**config.mk**
```make
export PLATFORM = sky130hd
export DESIGN_NAME = synck_sel_gate
export DESIGN_NICKNAME = d
export VERILOG_FILES = /design/src/rtl/synck_pkg.sv /design/src/rtl/synck_prescaler.sv /design/src/rtl/synck_bus_select.sv /design/src/rtl/synck_reinit_timer.sv /design/src/rtl/synck_sel_gate.sv
export SDC_FILE = /design/constraint.sdc
export NUM_CORES = 1
export LEC_CHECK = 0
export BUFFER_PORTS_ARGS = -buffer_cell sky130_fd_sc_hd__buf_2
export CORE_MARGIN = 4
export CORE_UTILIZATION = 48
export DETAILED_ROUTE_END_ITERATION = 8
export MAX_ROUTING_LAYER = met4
export PLACE_DENSITY = 0.76
export SYNTH_ARGS = -nofsm -noshare
export SYNTH_HDL_FRONTEND = slang
export SYNTH_HIERARCHICAL = 1
export SYNTH_SLANG_ARGS = --single-unit
```
**constraint.sdc**
```tcl
create_clock -name clk -period 3.1 [get_ports clk]
set_clock_uncertainty 0.15 [all_clocks]
set_input_delay 0.31 -clock clk [delete_from_list [all_inputs] [get_ports clk]]
set_output_delay 0.31 -clock clk [all_outputs]
set_load 0.01 [all_outputs]
```
**src/rtl/synck_pkg.sv**
```systemverilog
package synck_pkg;
    // Bit positions of the measuring flag vector.
    localparam int FL_START  = 0;
    localparam int FL_AMPL   = 1;
    localparam int FL_PHASE  = 2;
    localparam int FL_FREQ   = 3;
    localparam int FL_LVBUS  = 4;
    localparam int FL_LVLINE = 5;
    localparam int FL_DDBUS  = 6;
    localparam int FL_DDLINE = 7;

    typedef enum logic [1:0] {
        SEL_KEEP = 2'd0,
        SEL_CH1  = 2'd1,
        SEL_CH2  = 2'd2
    } sel_cmd_e;
endpackage

```
**src/rtl/synck_prescaler.sv**
```systemverilog
module synck_prescaler #(
    parameter int DIV = 4
) (
    input  logic clk,
    input  logic rst,
    output logic tick
);
    localparam int PW = (DIV > 1) ? $clog2(DIV) : 1;
    localparam logic [PW-1:0] LAST = PW'(DIV - 1);

    logic [PW-1:0] cnt_d, cnt_q;

    always_comb begin
        tick  = (cnt_q == LAST);
        cnt_d = tick ? '0 : cnt_q + 1'b1;
    end

    always_ff @(posedge clk) begin
        if (rst) cnt_q <= '0;
        else     cnt_q <= cnt_d;
    end
endmodule

```
**src/rtl/synck_bus_select.sv**
```systemverilog
module synck_bus_select
    import synck_pkg::*;
(
    input  logic dual_mode,
    input  logic sel_a,
    input  logic sel_b,
    input  logic cur_bus2,
    input  logic blk_bus1,
    input  logic blk_bus2,
    input  logic blk_line,
    output logic nxt_bus2,
    output logic switch_evt,
    output logic blocked
);
    sel_cmd_e cmd;

    always_comb begin
        unique case ({sel_a, sel_b})
            2'b10:   cmd = SEL_CH1;
            2'b01:   cmd = SEL_CH2;
            default: cmd = SEL_KEEP;
        endcase

        if (!dual_mode)          nxt_bus2 = 1'b0;
        else if (cmd == SEL_CH1) nxt_bus2 = 1'b0;
        else if (cmd == SEL_CH2) nxt_bus2 = 1'b1;
        else                     nxt_bus2 = cur_bus2;

        switch_evt = (nxt_bus2 != cur_bus2);

        if (!dual_mode) blocked = blk_bus1 | blk_bus2 | blk_line;
        else if (nxt_bus2) blocked = blk_bus2 | blk_line;
        else               blocked = blk_bus1 | blk_line;
    end
endmodule

```
**src/rtl/synck_reinit_timer.sv**
```systemverilog
module synck_reinit_timer #(
    parameter int CNT_W = 16
) (
    input  logic             clk,
    input  logic             rst,
    input  logic             tick,
    input  logic             load,
    input  logic [CNT_W-1:0] len,
    output logic             busy_nxt,
    output logic             busy
);
    logic [CNT_W-1:0] cnt_d, cnt_q;

    always_comb begin
        if (load)                     cnt_d = len;
        else if (tick && cnt_q != '0) cnt_d = cnt_q - 1'b1;
        else                          cnt_d = cnt_q;
        busy_nxt = (cnt_d != '0);
        busy     = (cnt_q != '0);
    end

    always_ff @(posedge clk) begin
        if (rst) cnt_q <= len;
        else     cnt_q <= cnt_d;
    end
endmodule

```
**src/rtl/synck_sel_gate.sv**
```systemverilog
module synck_sel_gate #(
    parameter int CNT_W    = 16,
    parameter int NFLAG    = 8,
    parameter int TICK_DIV = 4
) (
    input  logic             clk,
    input  logic             rst,
    input  logic             dual_mode,
    input  logic             sel_a,
    input  logic             sel_b,
    input  logic             blk_bus1,
    input  logic             blk_bus2,
    input  logic             blk_line,
    input  logic             rel_a,
    input  logic             rel_b,
    input  logic [CNT_W-1:0] reinit_len,
    input  logic [CNT_W-1:0] hold_len,
    input  logic [NFLAG-1:0] meas_flags,
    input  logic             all_ok,
    output logic             bus2_sel,
    output logic             eng_run,
    output logic             eng_reinit,
    output logic [NFLAG-1:0] flags_out,
    output logic             close_permit
);
    typedef struct packed {
        logic             bus2;
        logic             run;
        logic [NFLAG-1:0] flags;
        logic             permit;
        logic [CNT_W-1:0] hold;
    } gate_st_t;

    gate_st_t st_d, st_q;

    logic tick, nxt_bus2, switch_evt, blocked, busy_nxt, busy;
    logic released;

    synck_prescaler #(.DIV(TICK_DIV)) u_pre (
        .clk (clk),
        .rst (rst),
        .tick(tick)
    );

    synck_bus_select u_sel (
        .dual_mode (dual_mode),
        .sel_a     (sel_a),
        .sel_b     (sel_b),
        .cur_bus2  (st_q.bus2),
        .blk_bus1  (blk_bus1),
        .blk_bus2  (blk_bus2),
        .blk_line  (blk_line),
        .nxt_bus2  (nxt_bus2),
        .switch_evt(switch_evt),
        .blocked   (blocked)
    );

    synck_reinit_timer #(.CNT_W(CNT_W)) u_reinit (
        .clk     (clk),
        .rst     (rst),
        .tick    (tick),
        .load    (switch_evt),
        .len     (reinit_len),
        .busy_nxt(busy_nxt),
        .busy    (busy)
    );

    always_comb begin
        released   = rel_a | rel_b;
        st_d       = st_q;
        st_d.bus2  = nxt_bus2;
        st_d.run   = released;
        st_d.flags = (released && !blocked && !busy_nxt) ? meas_flags : '0;

        if (blocked || busy_nxt) begin
            st_d.permit = 1'b0;
            st_d.hold   = '0;
        end else if (released) begin
            st_d.permit = all_ok;
            st_d.hold   = hold_len;
        end else if (st_q.hold == '0) begin
            st_d.permit = 1'b0;
        end else if (tick) begin
            st_d.hold = st_q.hold - 1'b1;
        end
    end

    always_ff @(posedge clk) begin
        if (rst) st_q <= '0;
        else     st_q <= st_d;
    end

    assign bus2_sel     = st_q.bus2;
    assign eng_run      = st_q.run;
    assign eng_reinit   = busy;
    assign flags_out    = st_q.flags;
    assign close_permit = st_q.permit;
endmodule

```
==> qor.txt, run 1 <==
Outcome: finished, violations left
Failing checks: setup timing
Worst Hold Path EP: u_reinit/cnt_q[8]
Final Cell Area: 3290 sq um
Clock Power Share: 28.5%
I/O Pins: 63
Net Sw Power: 373 uW
WHS: 0.0683 ns
Crit path required time: 3.18 ns
Initial Utilization: 49.5%
Clk root buf: clkbuf_8
Layout cell share with drive strength beyond 1: 41.4%
Hold WC Path Type: in2reg
Depth of the most critical reg-to-reg path: 12
Crit path max-delay cell type: or4b_4
Critical path peak fanout: 7
Final ANT Viol Nets: 0
Vias in the first global route: 2,302
# rows: 26
Core area: 5110 sq um
Clk slew on worst S/H paths: 0.09 ns
YS warnings: 6
GRT Util Overall: 20.4%
RR Endpoint: st_q[7]
Mapped Nets: 352
Crit-path cells: inv_2 > ha_4 > or4b_4 > and4bb_4 > nor3b_2 > xnor2_1 > o21ai_1 > nor4_2 > nand4_1 > buf_4 > or3_4 > a211oi_2
CP endpoint kind: flop
LEAKAGE: 1.38 nW
Post-DP HPWL: 4690 microns
First-pass GRT wire length: 10,100 microns
R2R setup slack: -0.13 ns
Via count: 2,428
Clk_lat worst skew: 0.30 ns
Headroom to the max-slew limit: 62.1%
Fin crit period: 3.23 ns
Die height: 80.6 microns
CP Launch Type: flop
CTS tree: built
Detailed Route WL: 6490 microns
Largest net degree at the start of global routing: 19
DRT iter0 DRCs: 147
Cell family with most CP delay: simple AND/OR/NAND/NOR gates
Die Width: 80.6 microns
Area after DPL: 2990 sq um
Max-slew violations: 0
H-tree depth: 2
Sink Count: 45
CP Data Arrival Time: 3.31 ns
Setup Slack @ Placement: -0.120 ns
Worst setup margin: -0.128 ns
Async S/R FF share, synth: 0%
Switching part of the total power: 29.0%
Nets@finish: 431
Cell-internal power: 911 uW
Count of state elements after synthesis: 45
WS Path Type: reg2reg
Cell Area, Synth: 2530 sq um
I/O Buffers: 62
# hold bufs at CTS: 0
Clk buf depth: 2
Slowest cell delay on critical path: 0.46 ns
Final hold viol count: 0
Grt ovf: 0
RSZ-0062 raised after global routing: yes
Drt wl/cell: 14.5 microns
R2R Path Start: u_reinit/cnt_q[1]
Final RePlAce weighted congestion: 0.948
Period utilization: 104%
IR drop worst, VDD: 0.229 mV
Total CTS buffers: 5
Worst-margin pin slew: 0.568 ns
Antenna violations before repair: 0
Ys flop type: dfxtp_1
Flop pwr share: 49.9%
Hold path startpoint: reinit_len[8]
Post-synth EDFFs: 0
Logic pwr share: 21.5%
Hold depth: 3
Synth unique cells: 58
Full die area: 6490 sq um
Max-Cap Viols: 0
Synth Area per Inst: 8.51 sq um
Number of inserted diodes: 0
Fmax: 310 MHz
PwrDens: 390 nW/um^2
Synth-to-Final Area Change: 30.2%
Initial DRT Pass Iterations: 4
CP bufs+invs: 2
Drt via density: 5.43
Residual DRC count: 0
Mapped Cells: 297
Final setup viols: 25
Seq/Total Area, Yosys: 35.6%
## kinds of logic after synthesis
kind of cell	Yosys count	share of synthesized area (%)
xor gates and xnor gates	21	7.27
muxes	8	3.46
adders and majority gates	4	1.98
buffers and inverters	29	6.09
DFF	45	35.6
AOI/OAI and AO/OA	74	17.7
and+or+nand+nor	116	27.9
## cells in the mapped netlist (3+ instances only)
cell	instances	share of area, %
dfxtp_1	45	36
o21ai_0	29	5.7
nand2_1	23	3.4
a21oi_1	21	4.2
nor2_1	18	2.7
nor3_1	12	2.4
xor2_1	11	3.8
xnor2_1	10	3.5
and3_1	8	2.0
buf_4	8	2.4
nand3_1	8	1.6
clkbuf_1	7	1.0
inv_1	7	1.0
mux2_2	6	2.7
or3_1	6	1.5
nor4_1	5	1.2
a31oi_1	4	0.99
ha_1	4	2.0
nor2b_1	4	0.99
nor3b_1	4	1.2
a2bb2oi_1	3	1.0
buf_2	3	0.59
nand3b_1	3	0.89
nand4b_1	3	1.0
o211ai_1	3	0.89
## layout by cell type (no fill, tap or decap), types with 4 or more instances in the layout
cell / Yosys / layout
a21oi_1: 21 / 16
nor2_1: 18 / 16
or3_1: 6 / 4
nand3_1: 8 / 8
a31oi_1: 4 / 4
and3_1: 8 / 5
xor2_1: 11 / 11
nor3_1: 12 / 10
nand2_1: 23 / 23
nor2b_1: 4 / 4
clkbuf_8: 0 / 5
o21ai_1: 2 / 4
inv_1: 7 / 5
buf_4: 8 / 29
a21oi_2: 1 / 6
o21ai_2: 0 / 6
mux2_2: 6 / 6
xnor2_1: 10 / 9
o21ai_0: 29 / 21
a211oi_2: 2 / 4
dfxtp_1: 45 / 43
buf_2: 3 / 62
## state kept, by name, indices dropped and copies added, names as in the netlist
signal          cells
u_reinit/cnt_q     16
flags_out           8
bus2_sel            1
close_permit        1
eng_run             1
u_pre/cnt_q         2
st_q               16
## stage by stage
step | TNS (ns) | instances | util (%) | total power [mW]
5_1_grt | -5.30 | 447 | 64.5 | 1.35
3_5_place_dp | -0.959 | 432 | 58.6 | 0.897
6_report | -1.95 | 447 | 64.5 | 1.28
4_1_cts | -0.00284 | 444 | 61.2 | 1.27
2_1_floorplan | 0 | 297 | - | 0.781
3_3_place_gp | -0.00456 | 432 | 58.6 | 0.892
## repair_timing
| action | 4_1_cts | 5_1_grt |
|---|---|---|
| pin swaps | 8 | 16 |
| resized for setup | 7 | 41 |
| endpoints found under the setup margin | 25 | 25 |
| buffers inserted | 4 | 3 |
## how the worst max path moves through the flow
stage | endpoint | start | depth (start not counted)
3_5_place_dp | st_q[1] | u_reinit/cnt_q[0] | 13
5_1_grt | st_q[1] | u_reinit/cnt_q[1] | 13
2_1_floorplan | st_q[1] | u_reinit/cnt_q[0] | 15
3_3_place_gp | st_q[7] | u_reinit/cnt_q[0] | 11
4_1_cts | st_q[1] | u_reinit/cnt_q[0] | 13
6_report | st_q[7] | u_reinit/cnt_q[1] | 12
## routing by layer
layer | GRT usage [%] | share of wire [%] | vias up
met4 | 8.45 | 1.8 | 0
met5 | - | 0 | -
li1 | - | - | 1216
met3 | 4.04 | 5.4 | 12
met1 | 24.3 | 43 | 1123
met2 | 33.6 | 50 | 77
## worst register-to-register path, delay by kind of cell, from the launching register on
kind                     cells  cell delay [ns]
flip-flops                   1             0.33
AO/OA/AOI/OAI                2             0.27
adder cells (fa/ha/maj)      1             0.12
XOR/XNOR                     1             0.18
buffers and inverters        2             0.23
AND/OR/NAND/NOR              6             1.88
## final cells by class
type | instances | area [sq um]
clock inverter | 3 | 21.3
inverter | 7 | 26.3
multi-input combinational | 223 | 1620
clock buffer | 5 | 68.8
fill | 434 | 1810
sequential | 45 | 903
tap | 70 | 87.6
timing repair buffer | 94 | 562
## power by group through the flow
stage | combinational (mW) | clock [mW] | sequential, mW
2_1_floorplan | 0.133 | 0 | 0.648
3_3_place_gp | 0.243 | 0 | 0.649
3_5_place_dp | 0.247 | 0 | 0.650
4_1_cts | 0.256 | 0.380 | 0.637
5_1_grt | 0.306 | 0.401 | 0.644
6_report | 0.277 | 0.367 | 0.641
Note: power is estimated with default switching activity, not from simulation.
==> run 2: changes to the inputs <==
CAP_MARGIN = 10   (was default)
SYNTH_HIERARCHICAL = default   (was 1)
==> run 2 against run 1 <==
The run still ends with setup timing left. Clock power about the same. Cell count increased by 7.4%. Sequential power decreased by 1%. Combinational power increased by 8.7%. Total power increased by 1.5%. Count of clock-buffer cells in the layout unchanged. Non-clock buffer count increased by 10. Flip-flop and latch count unchanged. Largest power group unchanged.
==> qor.txt, run 2 <==
Max-Cap Viols: 0 (unchanged)
# fillers: 381 (was 434)
Placed insts: 456 (was 432)
Final setup viols: 25 (unchanged)
# hold bufs at CTS: 0 (unchanged)
Vias in the first global route: 2,591 (was 2,302)
Grt ovf: 0 (unchanged)
Mapped Cells: 323 (was 297)
Worst-margin pin slew: 0.745 ns (was 0.568 ns)
Mapped Nets: 378 (was 352)
Flop pwr share: 48.5% (was 49.9%)
WS Path Type: reg2reg (unchanged)
Die Width: 82.0 microns (was 80.6 microns)
Synth top area share: 34.3% (was 35.6%)
Multi-input gate area: 1880 sq um (was 1620 sq um)
CP Data Arrival Time: 3.45 ns (was 3.31 ns)
Hold WC Path Type: in2reg (unchanged)
Final ANT Viol Nets: 0 (unchanged)
I/O Buffers: 62 (unchanged)
Period utilization: 109% (was 104%)
Final hold viol count: 0 (unchanged)
Full die area: 6720 sq um (was 6490 sq um)
Clk root buf: clkbuf_8 (unchanged)
Post-synth EDFFs: 0 (unchanged)
Net Sw Power: 402 uW (was 373 uW)
DRT iter0 DRCs: 141 (was 147)
I/O Pins: 63 (unchanged)
Drt wl/cell: 16.6 microns (was 14.5 microns)
Final RePlAce weighted congestion: 0.923 (was 0.948)
Outcome: finished, violations left (unchanged)
Antenna violations before repair: 0 (unchanged)
H-tree depth: 2 (unchanged)
YS warnings: 0 (was 6)
Most instantiated cells after synthesis: 45 x dfxtp_1, 40 x nor2_1, 34 x nand2_1, 22 x nor4_1, 20 x a21oi_1 (was 45 x dfxtp_1, 29 x o21ai_0, 23 x nand2_1, 21 x a21oi_1, 18 x nor2_1)
Synth Area per Inst: 8.13 sq um (was 8.51 sq um)
Area contributors post-synth: dfxtp_1 34%, nor2_1 5.7%, nor4_1 5.2%, nand2_1 4.9%, xnor2_1 4.0% (was dfxtp_1 36%, o21ai_0 5.7%, a21oi_1 4.2%, xor2_1 3.8%, xnor2_1 3.5%)
PwrDens: 349 nW/um^2 (was 390 nW/um^2)
CP Launch Type: flop (unchanged)
Fin crit period: 3.37 ns (was 3.23 ns)
Switching part of the total power: 30.8% (was 29.0%)
Core area: 5200 sq um (was 5110 sq um)
Layout cell share with drive strength beyond 1: 39.0% (was 41.4%)
Nets@finish: 464 (was 431)
Count of state elements after synthesis: 45 (unchanged)
Worst setup margin: -0.271 ns (was -0.128 ns)
Initial DRT Pass Iterations: 4 (unchanged)
Clk_lat worst skew: 0.31 ns (was 0.30 ns)
Total CTS buffers: 5 (unchanged)
Headroom to the max-slew limit: 50.1% (was 62.1%)
Ys flop type: dfxtp_1 (unchanged)
Commonest non-fill, non-tap cell in the layout: buf_2 (unchanged)
LEAKAGE: 1.52 nW (was 1.38 nW)
CTS tree: built (unchanged)
Seq. cell area: 903 sq um (unchanged)
Largest net degree at the start of global routing: 29 (was 19)
Clk slew on worst S/H paths: 0.10 ns (was 0.09 ns)
Detailed Route WL: 7970 microns (was 6490 microns)
Logic pwr share: 23.1% (was 21.5%)
Crit path required time: 3.18 ns (about the same)
Initial Utilization: 50.5% (was 49.5%)
Critical path peak fanout: 7 (unchanged)
Fmax: 297 MHz (was 310 MHz)
Post-DP HPWL: 4840 microns (was 4690 microns)
# rows: 26 (unchanged)
First-pass GRT wire length: 11,800 microns (was 10,100 microns)
Final Non-Filler Cells: 480 (was 447)
Async S/R FF share, synth: 0% (unchanged)
Die height: 82.0 microns (was 80.6 microns)
Synth-to-Final Area Change: 42.3% (was 30.2%)
Cell-internal power: 901 uW (was 911 uW)
Failing checks: setup timing (unchanged)
Seq/Total Area, Yosys: 34.3% (was 35.6%)
Number of inserted diodes: 0 (unchanged)
Clk buf depth: 2 (unchanged)
CP endpoint kind: flop (unchanged)
Synth unique cells: 55 (was 58)
RSZ-0062 raised after global routing: yes (unchanged)
WHS: 0.0730 ns (was 0.0683 ns)
IR drop worst, VDD: 0.258 mV (was 0.229 mV)
Sink Count: 45 (unchanged)
Max-slew violations: 0 (unchanged)
Most frequent cells in the layout: 62 x buf_2, 43 x dfxtp_1, 40 x nor2_1 (was 62 x buf_2, 43 x dfxtp_1, 29 x buf_4)
Via count: 2,737 (was 2,428)
Clock Power Share: 28.4% (was 28.5%)
Residual DRC count: 0 (unchanged)
Post-synth top area cell: dfxtp_1 (unchanged)
GRT Util Overall: 23.3% (was 20.4%)
Cell Area, Synth: 2630 sq um (was 2530 sq um)
Drt via density: 5.70 (was 5.43)
Top-count cell post-synth: dfxtp_1 (unchanged)
==> run 2: changes by cell type in the layout (fill, tap and decap cells not counted), moves of 7 or more <==
| cell | previous run | this run |
|---|---|---|
| nor4_1 | 3 | 10 |
| o21ai_0 | 21 | 9 |
| a2111oi_4 | 0 | 8 |
| nor2_1 | 16 | 40 |
| nor4_4 | 2 | 9 |
| nand2_1 | 23 | 34 |
==> run 2: through the flow <==
step | instance area (sq um) | power [mW] | setup TNS (ns) | worst slack, ns | utilization, %
3_3_place_gp | 3170 | 0.894 | -0.177 | -0.0393 | 60.8
4_1_cts | 3500 | 1.28 | -1.84 | -0.128 | 67.2
3_5_place_dp | 3170 | 0.899 | -1.04 | -0.177 | 60.8
6_report | 3740 | 1.30 | -4.80 | -0.271 | 71.8
5_1_grt | 3740 | 1.37 | -6.67 | -0.333 | 71.8
2_1_floorplan | 2680 | 0.785 | -0.0289 | -0.00414 | -
==> run 2: layer usage <==
metal | part of all wire (%) | routed length [microns] | global-route usage (%) | up-vias
met5 | 0 | 0 | - | -
met4 | 1.9 | 149 | 6.48 | 0
met3 | 5.4 | 432 | 4.61 | 16
met2 | 52 | 4130 | 41.8 | 79
met1 | 41 | 3260 | 26.2 | 1295
li1 | - | - | - | 1347
==> run 2: final timing paths <==
check                          from              to  slack [ns]  cells after the start
setup / recovery  u_reinit.cnt_q[1]        st_q[11]       -0.27                     11
hold / removal        meas_flags[5]    flags_out[5]        0.07                      3
setup reg to reg  u_reinit.cnt_q[1]        st_q[11]       -0.27                     11
hold reg to reg      u_pre.cnt_q[0]  u_pre.cnt_q[0]        0.28                      1
==> run 2: repair_timing <==
action	in CTS	in global routing
endpoints found under the hold margin	0	0
setup buffers	5	6
resized for setup	28	25
endpoints found under the setup margin	22	25
pin swaps	6	19
gates cloned	2	3
==> run 2: cell type report <==
type	instances	area share [%]
flip-flops and latches	45	24.2
repair buffers	104	20.2
clock inverters	3	0.469
multi-input cells	247	50.4
inverters	6	0.603
clock buffers	5	1.84
well taps	70	2.34
==> run 2: logic make-up after synthesis <==
logic type | after synthesis | share of synthesized area, %
AOI/OAI and AO/OA | 62 | 17.3
xor gates and xnor gates | 20 | 6.67
adders and majority gates | 5 | 2.29
buffers and inverters | 31 | 6.05
DFF | 45 | 34.3
muxes | 7 | 2.86
and+or+nand+nor | 153 | 30.5
==> run 2: power groups by stage <==
stage | clock [mW] | sequential, mW | combinational, mW
floorplan | 0 | 0.644 | 0.140
global placement | 0 | 0.643 | 0.251
detailed placement | 0 | 0.643 | 0.256
CTS | 0.372 | 0.631 | 0.276
global route | 0.404 | 0.636 | 0.328
finish | 0.370 | 0.633 | 0.301
==> run 2: critical path, stage by stage, from the launching register on <==
cell and delay (ns):
dfxtp_2 0.33, inv_2 0.06, ha_2 0.15, or4b_4 0.48, nor4_4 0.30, buf_4 0.19
nor2_1 0.05, xnor2_1 0.26, a31oi_1 0.15, or4b_4 0.67, buf_12 0.20, a2111oi_4 0.29
==> run 3: changes to the inputs <==
ABC_AREA = 1   (was default)
CORE_UTILIZATION = 50   (was 48)
PLACE_DENSITY = 0.77   (was 0.76)
==> run 3 against run 2 <==
The run now ends clean. Non-clock buffer count down 40. Worst setup slack better by 0.80 ns. Synthesized cell count up 49%. Hold slack worse by 0.0066 ns. Cell count up 25%. Total power up 7.7%. Largest cell class unchanged. Highest routed layer unchanged.
==> qor.txt, run 3 <==
Synth unique cells: 33 (was 55)
Flop pwr share: 46.0% (was 48.5%)
Cell-internal power: 990 uW (was 901 uW)
CP endpoint kind: flop (unchanged)
R2R Path Start: bus2_sel (was u_reinit.cnt_q[1])
Clk root buf: clkbuf_8 (unchanged)
Worst Hold Path EP: flags_out[6] (was flags_out[5])
Count of state elements after synthesis: 45 (unchanged)
RSZ-0062 raised after global routing: no (was yes)
Synth-to-Final Area Change: 13.3% (was 42.3%)
Post-synth EDFFs: 0 (unchanged)
Initial DRT Pass Iterations: 4 (unchanged)
Setup_tns: 0 ns (was -4.80 ns)
Headroom to the max-slew limit: 62.7% (was 50.1%)
Ys flop type: dfxtp_1 (unchanged)
CP Launch Type: flop (unchanged)
Drt wl/cell: 11.4 microns (was 16.6 microns)
Die Width: 84.8 microns (was 82.0 microns)
Sink Count: 45 (unchanged)
Fmax: 389 MHz (was 297 MHz)
Cell Area, Synth: 2950 sq um (was 2630 sq um)
WS Path Type: reg2reg (unchanged)
Final Power: 1.40 mW (was 1.30 mW)
Residual DRC count: 0 (unchanged)
Final RePlAce weighted congestion: 0.935 (was 0.923)
Post-synth top area cell: dfxtp_1 (unchanged)
Period utilization: 82.9% (was 109%)
Number of inserted diodes: 0 (unchanged)
IR drop worst, VDD: 0.259 mV (was 0.258 mV)
Worst-margin pin slew: 0.559 ns (was 0.745 ns)
Mapped Cells: 480 (was 323)
Most instantiated cells after synthesis: 146 x nand2_1, 62 x nor2_1, 50 x inv_1, 45 x dfxtp_1, 33 x nand3_1 (was 45 x dfxtp_1, 40 x nor2_1, 34 x nand2_1, 22 x nor4_1, 20 x a21oi_1)
Vias in the first global route: 2,672 (was 2,591)
Total CTS buffers: 5 (unchanged)
Postcts setup bufs: 0 (was 5)
Max-slew violations: 0 (unchanged)
Initial Utilization: 52.6% (was 50.5%)
Via count: 2,997 (was 2,737)
Most frequent cells in the layout: 146 x nand2_1, 62 x nor2_1, 62 x buf_2 (was 62 x buf_2, 43 x dfxtp_1, 40 x nor2_1)
I/O Pins: 63 (unchanged)
Async S/R FF share, synth: 0% (unchanged)
Drt via density: 4.99 (was 5.70)
Fin crit period: 2.57 ns (was 3.37 ns)
Max-Cap Viols: 0 (unchanged)
Final ANT Viol Nets: 0 (unchanged)
Cts repair resizes: 0 (was 28)
Critical path peak fanout: 28 (was 7)
H-tree depth: 2 (unchanged)
CTS tree: built (unchanged)
Clk buf depth: 2 (unchanged)
Clk_lat worst skew: 0.29 ns (was 0.31 ns)
Final hold viol count: 0 (unchanged)
Area contributors post-synth: dfxtp_1 31%, nand2_1 19%, nor2_1 7.9%, inv_1 6.4%, nand3_1 5.6% (was dfxtp_1 34%, nor2_1 5.7%, nor4_1 5.2%, nand2_1 4.9%, xnor2_1 4.0%)
Final setup viols: 0 (was 25)
Hold depth: 3 (unchanged)
Synth top area share: 30.5% (was 34.3%)
R2R setup slack: 0.53 ns (was -0.27 ns)
I/O Buffers: 62 (unchanged)
Full die area: 7190 sq um (was 6720 sq um)
Clk slew on worst S/H paths: 0.08 ns (was 0.10 ns)
Hold WC Path Type: in2reg (unchanged)
Depth of the most critical reg-to-reg path: 12 (was 11)
# rows: 27 (was 26)
Largest net degree at the start of global routing: 30 (was 29)
Die height: 84.8 microns (was 82.0 microns)
Core area: 5610 sq um (was 5200 sq um)
Top-count cell post-synth: nand2_1 (was dfxtp_1)
# hold bufs at CTS: 0 (unchanged)
Synth Area per Inst: 6.15 sq um (was 8.13 sq um)
Layout cell share with drive strength beyond 1: 20.0% (was 39.0%)
Net Sw Power: 413 uW (was 402 uW)
Switching part of the total power: 29.4% (was 30.8%)
Crit path required time: 3.18 ns (about the same)
LEAKAGE: 1.71 nW (was 1.52 nW)
Nets@finish: 583 (was 464)
Post-DP HPWL: 5330 microns (was 4840 microns)
# fillers: 568 (was 381)
RR Endpoint: st_q[0] (was st_q[11])
First-pass GRT wire length: 11,500 microns (was 11,800 microns)
Grt ovf: 0 (unchanged)
Seq/Total Area, Yosys: 30.5% (was 34.3%)
DRT iter0 DRCs: 128 (was 141)
CP Data Arrival Time: 2.65 ns (was 3.45 ns)
Commonest non-fill, non-tap cell in the layout: nand2_1 (was buf_2)
Detailed Route WL: 6850 microns (was 7970 microns)
Antenna violations before repair: 0 (unchanged)
GRT Util Overall: 19.6% (was 23.3%)
Clock Power Share: 32.8% (was 28.4%)
PwrDens: 420 nW/um^2 (was 349 nW/um^2)
YS warnings: 0 (unchanged)
Outcome: finished clean (was finished, violations left)
Mapped Nets: 535 (was 378)
Hold path startpoint: meas_flags[6] (was meas_flags[5])
Logic pwr share: 21.2% (was 23.1%)
## run 3: cell type report
| cell class | instances | area (sq um) | area share [%] |
|---|---|---|---|
| Clock buffer | 7 | 86.3 | 2.58 |
| Clock inverter | 1 | 30.0 | 0.899 |
| Inverter | 52 | 198 | 5.92 |
| Multi-Input combinational cell | 360 | 1710 | 51.2 |
| Sequential cell | 45 | 901 | 27.0 |
| Tap cell | 72 | 90.1 | 2.70 |
| Timing Repair Buffer | 64 | 325 | 9.73 |
## run 3: worst max path at each step
stage	cells after the start	from	end
floorplan	18	u_reinit.cnt_q[0]	st_q[13]
global placement	14	sel_b	st_q[0]
detailed placement	14	sel_b	st_q[6]
CTS	15	u_reinit.cnt_q[2]	st_q[0]
global route	12	bus2_sel	st_q[0]
finish	12	bus2_sel	st_q[0]
## run 3: power groups by stage
stage	combinational, mW	clock [mW]	sequential [mW]
5_1_grt	0.341	0.494	0.650
3_3_place_gp	0.290	0	0.658
4_1_cts	0.298	0.468	0.645
2_1_floorplan	0.219	0	0.649
3_5_place_dp	0.296	0	0.658
6_report	0.297	0.461	0.646
## run 3: cell families (layout without fill, tap and decap cells)
kind of cell,after synthesis,in the layout,share of synthesized area (%)
AND/OR/NAND/NOR,285,285,42.1
buffers and inverters,75,124,11.5
AO/OA/AOI/OAI,62,62,11.6
flip-flops,45,45,30.5
XOR/XNOR,9,9,2.67
adder cells (fa/ha/maj),4,4,1.70
## run 3: worst max-delay path, stage by stage (launching register included)
cell	delay, ns
dfxtp_1	0.37
inv_1	0.07
nand4_1	0.09
inv_1	0.07
nor2_4	0.44
inv_1	0.21
o21bai_1	0.21
nand2_1	0.07
nor2_1	0.15
nand2_1	0.09
nor2_2	0.14
nand2_2	0.28
nor2_1	0.16
## run 3: metal layers
| layer | routed length [microns] | vias to the layer above | global-route usage [%] | part of all wire, % |
|---|---|---|---|---|
| li1 | - | 1606 | - | - |
| met1 | 3070 | 1343 | 23.2 | 45 |
| met2 | 3470 | 42 | 34.6 | 51 |
| met3 | 241 | 6 | 3.30 | 3.5 |
| met4 | 61 | 0 | 4.89 | 0.89 |
| met5 | 0 | - | - | 0 |
## run 3: stage by stage
step	instance area [sq um]	hold WS, ns	std cells	util (%)	setup WS, ns
global route	3340	0.0686	601	59.6	0.136
finish	3340	0.0664	601	59.6	0.530
CTS	3340	0.0615	601	59.6	0.536
floorplan	2950	0.248	480	-	0.974
detailed placement	3230	0.267	593	57.5	0.417
global placement	3230	0.260	593	57.5	0.468
